`config.mk`:
```
export PLATFORM = sky130hd
export DESIGN_NAME = adc_result_regs
export DESIGN_NICKNAME = d
export VERILOG_FILES = /design/src/rtl/adc_result_pkg.sv /design/src/rtl/adc_result_dp.sv /design/src/rtl/adc_result_ctrl.sv /design/src/rtl/adc_result_regs.sv
export SDC_FILE = /design/constraint.sdc
export NUM_CORES = 1
export LEC_CHECK = 0
export ABC_CLOCK_PERIOD_IN_PS = 1470
export BUFFER_PORTS_ARGS = -buffer_cell sky130_fd_sc_hd__buf_2
export CAP_MARGIN = 30
export CELL_PAD_IN_SITES_DETAIL_PLACEMENT = 1
export CELL_PAD_IN_SITES_GLOBAL_PLACEMENT = 1
export CORE_ASPECT_RATIO = 0.7
export CORE_UTILIZATION = 34
export DETAILED_ROUTE_END_ITERATION = 6
export GPL_ROUTABILITY_DRIVEN = 0
export GPL_TIMING_DRIVEN = 0
export PLACE_DENSITY = 0.71
export SLEW_MARGIN = 40
export SYNTH_ARGS = -nofsm -noshare
export SYNTH_HDL_FRONTEND = slang
export SYNTH_SLANG_ARGS = --single-unit
export TNS_END_PERCENT = 1
```
`constraint.sdc`:
```
create_clock -name clk -period 1.47 [get_ports clk]
set_clock_uncertainty 0.2 [all_clocks]
set_input_delay 0.0735 -clock clk [delete_from_list [all_inputs] [get_ports clk]]
set_output_delay 0.0735 -clock clk [all_outputs]
set_load 0.05 [all_outputs]
```
`src/rtl/adc_result_pkg.sv`:
```
package adc_result_pkg;
  parameter int RES_W  = 10;
  parameter int BUS_W  = 8;
  parameter int ADDR_W = 2;
  parameter int CHAN_W = 5;
  parameter int REF_W  = 3;

  localparam logic [ADDR_W-1:0] ADDR_LO   = 2'd0;
  localparam logic [ADDR_W-1:0] ADDR_HI   = 2'd1;
  localparam logic [ADDR_W-1:0] ADDR_CTRL = 2'd2;
  localparam logic [ADDR_W-1:0] ADDR_SEL  = 2'd3;

  localparam int BIT_EN    = 0;
  localparam int BIT_LEFT  = 1;
  localparam int BIT_IRQEN = 2;
  localparam int BIT_FLAG  = 3;
  localparam int BIT_START = 4;

  typedef struct packed {
    logic captureEn;
    logic leftAlign;
  } ctrlStrobes_t;
endpackage

```
`src/rtl/adc_result_dp.sv`:
```
module adc_result_dp
  import adc_result_pkg::*;
#(
  parameter int RW = RES_W,
  parameter int BW = BUS_W
) (
  input  logic          clk,
  input  logic          rstN,
  input  ctrlStrobes_t  strobes,
  input  logic [RW-1:0] result,
  output logic [BW-1:0] loByte,
  output logic [BW-1:0] hiByte
);
  localparam int FULL_W = 2 * BW;
  localparam int PAD_W  = FULL_W - RW;

  logic [FULL_W-1:0] packedRight;
  logic [FULL_W-1:0] packedLeft;
  logic [FULL_W-1:0] packedSel;
  logic [FULL_W-1:0] heldWord;

  always_comb begin
    packedRight = {{PAD_W{1'b0}}, result};
    packedLeft  = {result, {PAD_W{1'b0}}};
    packedSel   = strobes.leftAlign ? packedLeft : packedRight;
  end

  for (genvar b = 0; b < 2; b++) begin : g_byte
    always_ff @(posedge clk) begin
      if (!rstN)
        heldWord[b*BW +: BW] <= '0;
      else if (strobes.captureEn)
        heldWord[b*BW +: BW] <= packedSel[b*BW +: BW];
    end
  end

  assign loByte = heldWord[BW-1:0];
  assign hiByte = heldWord[FULL_W-1:BW];
endmodule

```
`src/rtl/adc_result_ctrl.sv`:
```
module adc_result_ctrl
  import adc_result_pkg::*;
(
  input  logic              clk,
  input  logic              rstN,
  input  logic [ADDR_W-1:0] busAddr,
  input  logic              busWrEn,
  input  logic              busRdEn,
  input  logic [BUS_W-1:0]  busWrData,
  input  logic              convDone,
  output ctrlStrobes_t      strobes,
  output logic              lockActive,
  output logic              ctrlEnable,
  output logic              leftAlign,
  output logic              intEnable,
  output logic              intFlag,
  output logic              convStart,
  output logic [CHAN_W-1:0] chanShadow,
  output logic [REF_W-1:0]  refShadow,
  output logic [CHAN_W-1:0] chanSel,
  output logic [REF_W-1:0]  refSel
);
  logic rdLo, rdHi, wrCtrl, wrSel;

  always_comb begin
    rdLo   = busRdEn && (busAddr == ADDR_LO);
    rdHi   = busRdEn && (busAddr == ADDR_HI);
    wrCtrl = busWrEn && (busAddr == ADDR_CTRL);
    wrSel  = busWrEn && (busAddr == ADDR_SEL);
    strobes.captureEn = convDone && !lockActive && !rdLo;
    strobes.leftAlign = leftAlign;
  end

  always_ff @(posedge clk) begin
    if (!rstN)      lockActive <= 1'b0;
    else if (rdLo)  lockActive <= 1'b1;
    else if (rdHi)  lockActive <= 1'b0;
  end

  always_ff @(posedge clk) begin
    if (!rstN) begin
      ctrlEnable <= 1'b0;
      leftAlign  <= 1'b0;
      intEnable  <= 1'b0;
    end else if (wrCtrl) begin
      ctrlEnable <= busWrData[BIT_EN];
      leftAlign  <= busWrData[BIT_LEFT];
      intEnable  <= busWrData[BIT_IRQEN];
    end
  end

  always_ff @(posedge clk) begin
    if (!rstN)                              intFlag <= 1'b0;
    else if (convDone)                      intFlag <= 1'b1;
    else if (wrCtrl && busWrData[BIT_FLAG]) intFlag <= 1'b0;
  end

  always_ff @(posedge clk) begin
    if (!rstN) convStart <= 1'b0;
    else       convStart <= wrCtrl && busWrData[BIT_START] && busWrData[BIT_EN];
  end

  always_ff @(posedge clk) begin
    if (!rstN) begin
      chanShadow <= '0;
      refShadow  <= '0;
    end else if (wrSel) begin
      chanShadow <= busWrData[CHAN_W-1:0];
      refShadow  <= busWrData[BUS_W-1 -: REF_W];
    end
  end

  always_ff @(posedge clk) begin
    if (!rstN) begin
      chanSel <= '0;
      refSel  <= '0;
    end else if (ctrlEnable) begin
      chanSel <= chanShadow;
      refSel  <= refShadow;
    end
  end
endmodule

```
`src/rtl/adc_result_regs.sv`:
```
module adc_result_regs
  import adc_result_pkg::*;
(
  input  logic              clk,
  input  logic              rstN,
  input  logic [ADDR_W-1:0] busAddr,
  input  logic              busWrEn,
  input  logic              busRdEn,
  input  logic [BUS_W-1:0]  busWrData,
  output logic [BUS_W-1:0]  busRdData,
  input  logic              convDone,
  input  logic [RES_W-1:0]  convResult,
  output logic              convStart,
  output logic [CHAN_W-1:0] chanSel,
  output logic [REF_W-1:0]  refSel,
  output logic              irq
);
  localparam int SEL_GAP = BUS_W - CHAN_W - REF_W;

  ctrlStrobes_t      strobes;
  logic              lockActive, ctrlEnable, leftAlign, intEnable, intFlag;
  logic [CHAN_W-1:0] chanShadow;
  logic [REF_W-1:0]  refShadow;
  logic [BUS_W-1:0]  loByte, hiByte;

  adc_result_ctrl u_ctrl (
    .clk(clk), .rstN(rstN), .busAddr(busAddr), .busWrEn(busWrEn),
    .busRdEn(busRdEn), .busWrData(busWrData), .convDone(convDone),
    .strobes(strobes), .lockActive(lockActive), .ctrlEnable(ctrlEnable),
    .leftAlign(leftAlign), .intEnable(intEnable), .intFlag(intFlag),
    .convStart(convStart), .chanShadow(chanShadow), .refShadow(refShadow),
    .chanSel(chanSel), .refSel(refSel)
  );

  adc_result_dp u_dp (
    .clk(clk), .rstN(rstN), .strobes(strobes), .result(convResult),
    .loByte(loByte), .hiByte(hiByte)
  );

  always_comb begin
    busRdData = '0;
    case (busAddr)
      ADDR_LO: busRdData = loByte;
      ADDR_HI: busRdData = hiByte;
      ADDR_CTRL: begin
        busRdData[BIT_EN]    = ctrlEnable;
        busRdData[BIT_LEFT]  = leftAlign;
        busRdData[BIT_IRQEN] = intEnable;
        busRdData[BIT_FLAG]  = intFlag;
      end
      default: busRdData = {refShadow, {SEL_GAP{1'b0}}, chanShadow};
    endcase
  end

  assign irq = intFlag && intEnable;
endmodule

```
==> reports/qor.yml, run 1 <==
yosysTopAreaCell: "dfxtp_1"
power_frac_comb_pct: 15.4
p_per_area_mw_per_mm2: 1020
ant_nets: 0
drive_above_1_share_pct: 32.50
final_area_sq_mm: 0.002556
critPathArrivalTime_ps: 1320
syn_nets: 188
setup-tns-final_ps: -613.4
hold_depth: 2
die_x_microns: 87.24
power.leakage_nw: 1.131
wl_mm: 5.277
max_freq_mhz: 626.3
cp_max_fo: 2
fill_cells: 553
p_seq_share_pct: 41.7
yosysMostFrequentCell: "dfxtp_1"
ys_ff_latch: 38
initial_core_util_pct: 35.77
cts_sinks: 38
area_growth_pct: 47.83
via_per_inst: 4.871
dieArea_sq_mm: 0.005379
drc_errors: 0
synthFlopType: "dfxtp_1"
yosysSeqAreaShare_pct: 43.99
violations: "negative setup slack"
cts_tree: "built"
start_kind: "register"
rows: 21
cts_buffer_depth: 2
crit_path_end_kind: "output pin"
clock_latency_ps: 300
swShare_pct: 23.59
clkPwrFrac_pct: 42.9
syn_avg_cell_area_sq_um: 10.61
ioPinCount: 43
drt-pass1-iter-count: 4
power.internal_w: 0.001991
diodes: 0
synth.area.top_cells: "dfxtp_1 (44%), mux2i_1 (20%), nor2b_1 (7.2%)"
root_buffer: "clkbuf_8"
async_flop_share_pct: 0
min_period_ps: 1597
peakVddDrop_uv: 541.9
post-dp-hpwl_mm: 3.254
synth_edf_count: 0
r2r_cells: 5
setup_viol: 8
grt_pass1_vias: 1538
maxSlewViolCount: 0
p_sw_w: 0.0006147
track_usage_pct: 21.43
worst_slack_ps: -126.6
post-route-util_pct: 52.87
ys_types: 21
tightestPinTransition_ps: 544.6
grt_pass1_wl_mm: 8.059
netlist_instances: 163
antenna_found_initial: 0
gr-total-overflow: 0
wl_per_cell_microns: 17.08
slew_headroom_pct: 63.59
cap_violations: 0
ys_top_cells_by_count: "dfxtp_1 (38), mux2i_1 (35), nor2b_1 (20)"
clk_pin_slew_ps: 80
dpl-instance-area_sq_mm: 0.002021
coreArea_sq_mm: 0.004835
cts_max_level: 2
fin_crit_sh_pct: 108.6
grt_setup_unrepaired: "true"
die_y_microns: 61.67
portBuffers: 41
synth_warnings: 0
grt_start_max_net_pins: 13
synth_top_cell_area_share_pct: 43.99
worstPathRequired_ps: 1200
vias: 1505
netlist_area_sq_mm: 0.001729
cts_buffers: 5
hold_class: "in2reg"
outcome: "finished with violations"
timing_hold_violations_final: 0
critical_path_class: "reg2out"
dr.first_iter.drc_count: 74
nNetsFinal: 264
==> worst max-delay path: stages (launching register included) <==
cell	delay, ps
dfxtp_4	350
mux4_2	490
buf_6	180
==> kinds of logic (layout without fill, tap and decap cells) <==
group	after synthesis	after routing	synth area share (%)
buffers and inverters	13	90	3.762
multiplexers	43	43	28.08
flip-flops	38	38	43.99
AND/OR/NAND/NOR	58	58	18.81
AO/OA/AOI/OAI	11	11	5.355
==> power groups by stage <==
stage	sequential [W]	combinational, W	clock (W)
finish	0.00109	0.000401	0.00112
global route	0.00109	0.000428	0.00118
CTS	0.00109	0.000383	0.00114
detailed placement	0.00111	0.000301	0
global placement	0.00111	0.000300	0
floorplan	0.00111	0.000207	0
==> registers in the layout, indices dropped and copies added, names as in the netlist <==
signal	cells
u_ctrl.refShadow	3
u_ctrl.intFlag	1
u_ctrl.lockActive	1
u_ctrl.convStart	1
u_ctrl.leftAlign	1
u_ctrl.chanShadow	5
u_dp.loByte	8
u_ctrl.ctrlEnable	1
u_dp.hiByte	8
u_ctrl.chanSel	5
u_ctrl.intEnable	1
u_ctrl.refSel	3
==> cell type report <==
| cell class | instances | area, sq um | share of cell area (%) |
|---|---|---|---|
| Buffer | 10 | 68.82 | 2.692 |
| Clock buffer | 6 | 82.58 | 3.231 |
| Clock inverter | 2 | 60.06 | 2.349 |
| Inverter | 1 | 3.754 | 0.1468 |
| Multi-Input combinational cell | 112 | 928.4 | 36.32 |
| Sequential cell | 38 | 777.0 | 30.40 |
| Tap cell | 69 | 86.33 | 3.377 |
| Timing Repair Buffer | 71 | 549.3 | 21.49 |
==> placed cells by master (no fill, tap or decap), types with 2 or more instances in the layout <==
cell type      instances
o211a_1                4
nor2_1                 3
nand2_1               12
mux2i_1               35
o21ai_0                2
buf_6                  7
dfxtp_2                7
dlygate4sd3_1         26
nand3_1               12
nor2b_1               19
a22o_1                 4
mux4_2                 4
buf_8                  2
nand3b_1               7
dfxtp_1               29
clkbuf_8               6
bufinv_16              2
dfxtp_4                2
mux2_4                 4
buf_2                 35
buf_4                  4
clkbuf_1               5
==> metal layers <==
metal | vias to the layer above | part of all wire (%) | global-route usage (%)
li1 | 730 | - | -
met1 | 735 | 48 | 27.60
met2 | 36 | 47 | 34.31
met3 | 4 | 4.6 | 6.568
met4 | 0 | 0.81 | 8.431
met5 | - | 0 | 0
==> worst paths after layout <==
| kind | startpoint | end | slack [ps] |
|---|---|---|---|
| max | u_ctrl.ctrlEnable$_SDFFE_PN0P_ | busRdData[0] | -130 |
| min | rstN | u_ctrl.lockActive$_SDFFE_PN0P_ | 20 |
| max reg2reg | u_ctrl.lockActive$_SDFFE_PN0P_ | u_dp.hiByte[6]$_SDFFE_PN0P_ | 50 |
| min reg2reg | u_dp.loByte[3]$_SDFFE_PN0P_ | u_dp.loByte[3]$_SDFFE_PN0P_ | 260 |
==> stage by stage <==
step | worst slack (ps) | hold WS (ps) | power [W] | instances
floorplan | 3.366 | -0.5865 | 0.001315 | 163
CTS | -128.0 | 19.96 | 0.002612 | 309
detailed placement | -278.8 | 139.1 | 0.001413 | 273
global placement | -277.3 | 133.2 | 0.001411 | 273
finish | -126.6 | 24.41 | 0.002606 | 309
global route | -163.9 | 43.43 | 0.002700 | 309
==> what timing repair did <==
item / CTS / global route
hold buffers: 26 / 0
buffers inserted: 4 / 0
endpoints found under the setup margin: 30 / 19
gates resized for setup: 34 / 7
hold endpoints to repair: 32 / 0
Note: power is estimated with default switching activity, not from simulation.
==> run 2, diff against run 1 <==
CORE_ASPECT_RATIO = unset   (was 0.7)
CORE_UTILIZATION = 36   (was 34)
PLACE_DENSITY = 0.74   (was 0.71)
==> run 2 against run 1 <==
Compared with the run above:
- the run ends with design-rule violations, negative setup slack left
- worst hold slack improved by 3.9 ps
- sequential power hardly changed
- via count up 1.5%
- global-route usage grew 1.2 points
- die area is 5.5% lower
- critical path depth unchanged
- utilization increased by 3.1 points
- maximum frequency grew 1.3%
- non-clock buffer count down 3
==> reports/qor.yml, run 2 (synthesis gave the netlist of run 1 again) <==
outcome: "finished with violations"  # unchanged
violations: "design-rule violations, negative setup slack"  # was negative setup slack
p_per_area_mw_per_mm2: 1033  # was 1020 mW/mm^2
worstPathRequired_ps: 1200  # about the same
hold_depth: 2  # unchanged
dr.first_iter.drc_count: 76  # was 74
hold_class: "in2reg"  # unchanged
p_total_w: 0.002589  # was 0.002606 W
ioPinCount: 43  # unchanged
slew_headroom_pct: 63.81  # was 63.59%
power.internal_w: 0.001984  # was 0.001991 W
worst_slack_ps: -105.9  # was -126.6 ps
portBuffers: 41  # unchanged
wl_mm: 5.319  # was 5.277 mm
root_buffer: "clkbuf_8"  # unchanged
clk_pin_slew_ps: 80  # about the same
drt-pass1-iter-count: 6  # was 4
track_usage_pct: 22.59  # was 21.43%
p_sw_w: 0.0006046  # was 0.0006147 W
vias: 1527  # was 1505
grt_pass1_wl_mm: 8.569  # was 8.059 mm
grt_pass1_vias: 1750  # was 1538
initial_core_util_pct: 38.65  # was 35.77%
min_period_ps: 1576  # was 1597 ps
timing_hold_violations_final: 0  # unchanged
cp_max_fo: 2  # unchanged
grt_start_max_net_pins: 13  # unchanged
ant_nets: 0  # unchanged
wl_per_cell_microns: 18.40  # was 17.08 microns
power_frac_comb_pct: 15.2  # was 15.4%
cts_buffer_depth: 2  # unchanged
power.leakage_nw: 1.118  # was 1.131 nW
cts_tree: "built"  # unchanged
grt_setup_unrepaired: "true"  # unchanged
post-dp-hpwl_mm: 3.470  # was 3.254 mm
drc_errors: 2  # was 0
diodes: 0  # unchanged
fin_crit_sh_pct: 107.2  # was 108.6%
drive_above_1_share_pct: 33.33  # was 32.50%
via_per_inst: 5.284  # was 4.871
holdWs_ps: 28.34  # was 24.41 ps
cts_max_level: 2  # unchanged
r2r_cells: 5  # unchanged
die_x_microns: 71.31  # was 87.24 microns
nNetsFinal: 261  # was 264
cap_violations: 0  # unchanged
cts_buffers: 5  # unchanged
dieArea_sq_mm: 0.005084  # was 0.005379 sq mm
tightestPinTransition_ps: 542.8  # was 544.6 ps
setup_viol: 8  # unchanged
clock_latency_ps: 300  # about the same
swShare_pct: 23.35  # was 23.59%
die_y_microns: 71.31  # was 61.67 microns
critPathArrivalTime_ps: 1300  # was 1320 ps
fill_cells: 489  # was 553
rows: 24  # was 21
clkPwrFrac_pct: 42.8  # was 42.9%
peakVddDrop_uv: 674.5  # was 541.9 uV
max_freq_mhz: 634.6  # was 626.3 MHz
final_cell_mix: "buf_2 (35), mux2i_1 (35), dfxtp_1 (29), dlygate4sd3_1 (23), nor2b_1 (19)"  # was buf_2 (35), mux2i_1 (35), dfxtp_1 (29), dlygate4sd3_1 (26), nor2b_1 (19)
coreArea_sq_mm: 0.004474  # was 0.004835 sq mm
p_seq_share_pct: 42.1  # was 41.7%
multi_input_area_sq_um: 933.4  # was 928.4 sq um
crit_path_end_kind: "output pin"  # unchanged
cts_sinks: 38  # unchanged
gr-total-overflow: 0  # unchanged
critical_path_class: "reg2out"  # unchanged
maxSlewViolCount: 0  # unchanged
area_growth_pct: 44.93  # was 47.83%
final_cells: 289  # was 309
antenna_found_initial: 0  # unchanged
regArea_sq_um: 777.0  # unchanged
start_kind: "register"  # unchanged
post-route-util_pct: 56.01  # was 52.87%
dp_cells: 256  # was 273
## run 2: worst max-delay path, stage by stage, from the launching register on
cell and delay [ps]:
dfxtp_2 330, mux4_2 500, buf_8 170
## run 2: per-stage QoR
stage	setup TNS [ps]	cell area, sq um	setup slack (ps)
after global routing	-868.1	2506	-139.5
after floorplan	0	1729	3.366
after detailed placement	-4498	1999	-274.4
after global placement	-3278	1999	-266.7
final	-592.3	2506	-105.9
after CTS	-665.6	2491	-115.0
## run 2: timing repair
action | 4_1_cts | 5_1_grt
buffers inserted | 4 | 0
endpoints found under the hold margin | 34 | 0
gates cloned | 0 | 0
gates resized for setup | 35 | 6
endpoints found under the setup margin | 31 | 26
hold buffers | 23 | 0
## run 2: worst paths after layout
check	start	end	slack, ps
hold / removal	rstN	u_dp.loByte[6]$_SDFFE_PN0P_	30
setup / recovery	u_ctrl.chanShadow[2]$_SDFFE_PN0P_	busRdData[2]	-110
setup reg to reg	u_ctrl.lockActive$_SDFFE_PN0P_	u_dp.loByte[3]$_SDFFE_PN0P_	60
hold reg to reg	u_dp.loByte[1]$_SDFFE_PN0P_	u_dp.loByte[1]$_SDFFE_PN0P_	260
## run 2: per-layer routing
layer  vias up  routed length [microns]  global-route usage (%)
met1       761                     2187                   25.36
met5         -                        0                       0
met4         0                      125                   8.889
met3        12                      161                   5.204
met2        33                     2844                   41.27
li1        721                        -                       -
## run 2: power by group through the flow
stage / Clock, W / Combinational, W / Sequential [W]
after floorplan: 0 / 0.000207 / 0.00111
after global placement: 0 / 0.000296 / 0.00111
after detailed placement: 0 / 0.000304 / 0.00111
after CTS: 0.00113 / 0.000384 / 0.00109
after global routing: 0.00117 / 0.000416 / 0.00109
final: 0.00111 / 0.000392 / 0.00109
## run 2: area by class of cell
cell class / instances / share of cell area, %
clock buffer: 6 / 3.295
sequential: 38 / 31.00
multi-input combinational: 112 / 37.24
timing repair buffer: 68 / 20.72
tap: 52 / 2.596
clock inverter: 2 / 2.396
buffer: 10 / 2.596
inverter: 1 / 0.1498
==> run 3, diff against run 2 <==
REMOVE_ABC_BUFFERS = 1   (was unset)
SETUP_SLACK_MARGIN = 0.1   (was unset)
==> run 3 against run 2 <==
Compared with the run above:
- the run still ends with design-rule violations, negative setup slack left
- design area down 6.6%
- total power decreased by 18%
- non-clock buffer count is 13 lower
- sequential share of layout area is 2.3 points higher
- final cell count fell by 4.8%
- clock power down 39%
- routed wire length is 15% lower
- largest power group is now registers
==> reports/qor.yml, run 3 (synthesis gave the netlist of run 1 again) <==
start_kind: "register"  # unchanged
pre_cts_ws_ps: -474.6  # was -274.4 ps
post-dp-hpwl_mm: 2.994  # was 3.470 mm
swShare_pct: 26.01  # was 23.35%
p_sw_w: 0.0005509  # was 0.0006046 W
max_freq_mhz: 642.5  # was 634.6 MHz
ant_nets: 0  # unchanged
final_area_sq_mm: 0.002341  # was 0.002506 sq mm
worstPathCellList: "mux4_2 -> buf_8"  # unchanged
drive_above_1_share_pct: 32.74  # was 33.33%
dp_cells: 245  # was 256
final_cell_mix: "mux2i_1 (35), buf_2 (34), dfxtp_1 (26), dlygate4sd3_1 (20), nor2b_1 (19)"  # was buf_2 (35), mux2i_1 (35), dfxtp_1 (29), dlygate4sd3_1 (23), nor2b_1 (19)
dpl-instance-area_sq_mm: 0.001943  # was 0.001999 sq mm
track_usage_pct: 19.64  # was 22.59%
dr.first_iter.drc_count: 55  # was 76
diodes: 0  # unchanged
nNetsFinal: 248  # was 261
dieArea_sq_mm: 0.005084  # unchanged
power.internal_w: 0.001567  # was 0.001984 W
grt_setup_unrepaired: "true"  # unchanged
cts_buffers: 5  # unchanged
critPathSlowestCell: "mux4_2"  # unchanged
via_per_inst: 5.160  # was 5.284
power.leakage_nw: 1.042  # was 1.118 nW
crit_buf_inv: 1  # unchanged
clkPwrFrac_pct: 31.8  # was 42.8%
gr-total-overflow: 0  # unchanged
worstPathRequired_ps: 1200  # about the same
r2r-start: "u_ctrl.lockActive$_SDFFE_PN0P_"  # unchanged
clk_pin_slew_ps: 70  # was 80 ps
vias: 1419  # was 1527
maxSlewViolCount: 0  # unchanged
peakVddDrop_uv: 614.9  # was 674.5 uV
p_total_w: 0.002118  # was 0.002589 W
critPathLaunch: "u_ctrl.ctrlEnable$_SDFFE_PN0P_"  # was u_ctrl.chanShadow[2]$_SDFFE_PN0P_
ioPinCount: 43  # unchanged
outcome: "finished with violations"  # unchanged
portBuffers: 42  # was 41
final_common_cell: "mux2i_1"
cts_tree: "built"  # unchanged
wl_mm: 4.514  # was 5.319 mm
violations: "design-rule violations, negative setup slack"  # unchanged
holdWs_ps: 63.53  # was 28.34 ps
min_period_ps: 1556  # was 1576 ps
final_cells: 275  # was 289
cp_max_fo: 2  # unchanged
critPathTopFamily: "multiplexers"  # unchanged
p_seq_share_pct: 51.4  # was 42.1%
critPathArrivalTime_ps: 1280  # was 1300 ps
grt_pass1_vias: 1584  # was 1750
clock_latency_ps: 290  # was 300 ps
power_frac_comb_pct: 16.8  # was 15.2%
cp-endpoint: "busRdData[0]"  # was busRdData[2]
timing.rr.end: "u_dp.hiByte[6]$_SDFFE_PN0P_"  # was u_dp.loByte[3]$_SDFFE_PN0P_
slew_headroom_pct: 48.20  # was 63.81%
root_buffer: "clkbuf_8"  # unchanged
grt_start_max_net_pins: 51  # was 13
p_per_area_mw_per_mm2: 904.6  # was 1033 mW/mm^2
die_x_microns: 71.31  # unchanged
drt-pass1-iter-count: 6  # unchanged
critical_path_class: "reg2out"  # unchanged
cts_sinks: 38  # unchanged
cts_max_level: 2  # unchanged
cap_violations: 0  # unchanged
setup_viol: 8  # unchanged
tightestPinTransition_ps: 777.0  # was 542.8 ps
coreArea_sq_mm: 0.004474  # unchanged
r2r_cells: 3  # was 5
timing_hold_violations_final: 0  # unchanged
die_y_microns: 71.31  # unchanged
rrSetupSlack_ps: 100  # was 60 ps
drc_errors: 1  # was 2
crit_cells: 2  # unchanged
crit_path_end_kind: "output pin"  # unchanged
cts_buffer_depth: 2  # unchanged
wl_per_cell_microns: 16.41  # was 18.40 microns
rows: 24  # unchanged
hold_class: "in2reg"  # unchanged
antenna_found_initial: 0  # unchanged
max_stage_delay_ps: 480  # was 500 ps
grt_pass1_wl_mm: 7.603  # was 8.569 mm
fin_crit_sh_pct: 105.9  # was 107.2%
worst_slack_ps: -86.41  # was -105.9 ps
initial_core_util_pct: 38.65  # unchanged
area_growth_pct: 35.38  # was 44.93%
==> run 3: timing repair <==
action                     CTS  global route
resized for setup           35             4
hold endpoints to repair    30             0
buffers inserted             3             0
hold buffers                20             0
cloned                       0             0
setup endpoints to repair   25            29
pin swaps                    0             1
==> run 3: worst min path at each step <==
stage	startpoint	cells past startpoint	slack (ps)	end
after global routing	convDone	4	70	u_dp.hiByte[0]$_SDFFE_PN0P_
after floorplan	busWrData[0]	2	-0.6	u_ctrl.convStart$_SDFF_PN0_
after global placement	busWrData[6]	3	130	u_ctrl.refShadow[1]$_SDFFE_PN0P_
after CTS	convDone	4	60	u_dp.hiByte[0]$_SDFFE_PN0P_
after detailed placement	busWrData[0]	3	140	u_ctrl.convStart$_SDFF_PN0_
final	convDone	4	60	u_dp.hiByte[0]$_SDFFE_PN0P_
==> run 3: power by group through the flow <==
| stage | registers (W) | clock network (W) | logic, W |
|---|---|---|---|
| 6_report | 0.00109 | 0.000674 | 0.000355 |
| 3_5_place_dp | 0.00112 | 0 | 0.000277 |
| 3_3_place_gp | 0.00112 | 0 | 0.000268 |
| 5_1_grt | 0.00109 | 0.000745 | 0.000383 |
| 4_1_cts | 0.00109 | 0.000699 | 0.000356 |
| 2_1_floorplan | 0.00111 | 0 | 0.000169 |
==> run 3: final cells by class <==
| cell class | count | area (sq um) |
|---|---|---|
| multi-input combinational | 112 | 928.4 |
| inverter | 1 | 3.754 |
| tap | 52 | 65.06 |
| sequential | 38 | 780.7 |
| timing repair buffer | 65 | 486.7 |
| fill | 487 | 2133 |
| clock buffer | 7 | 76.32 |
==> run 3: metrics by stage <==
stage	utilization [%]	TNS, ps
global placement	43.43	-7012
global route	52.32	-699.7
CTS	52.21	-505.1
finish	52.32	-415.2
floorplan	-	-1733
detailed placement	43.43	-7979
==> run 3: worst reg2reg max path, cell delays in order, from the launching register on <==
cell and delay [ps]:
dfxtp_2 340, nor2b_4 160, and2_4 340, mux2i_1 250
==> run 3: per-layer routing <==
metal	vias up	GRT usage (%)	wire, microns
li1	690	-	-
met1	694	25.31	2097
met2	28	32.28	2210
met3	7	4.501	151
met4	0	7.111	55
met5	-	0	0
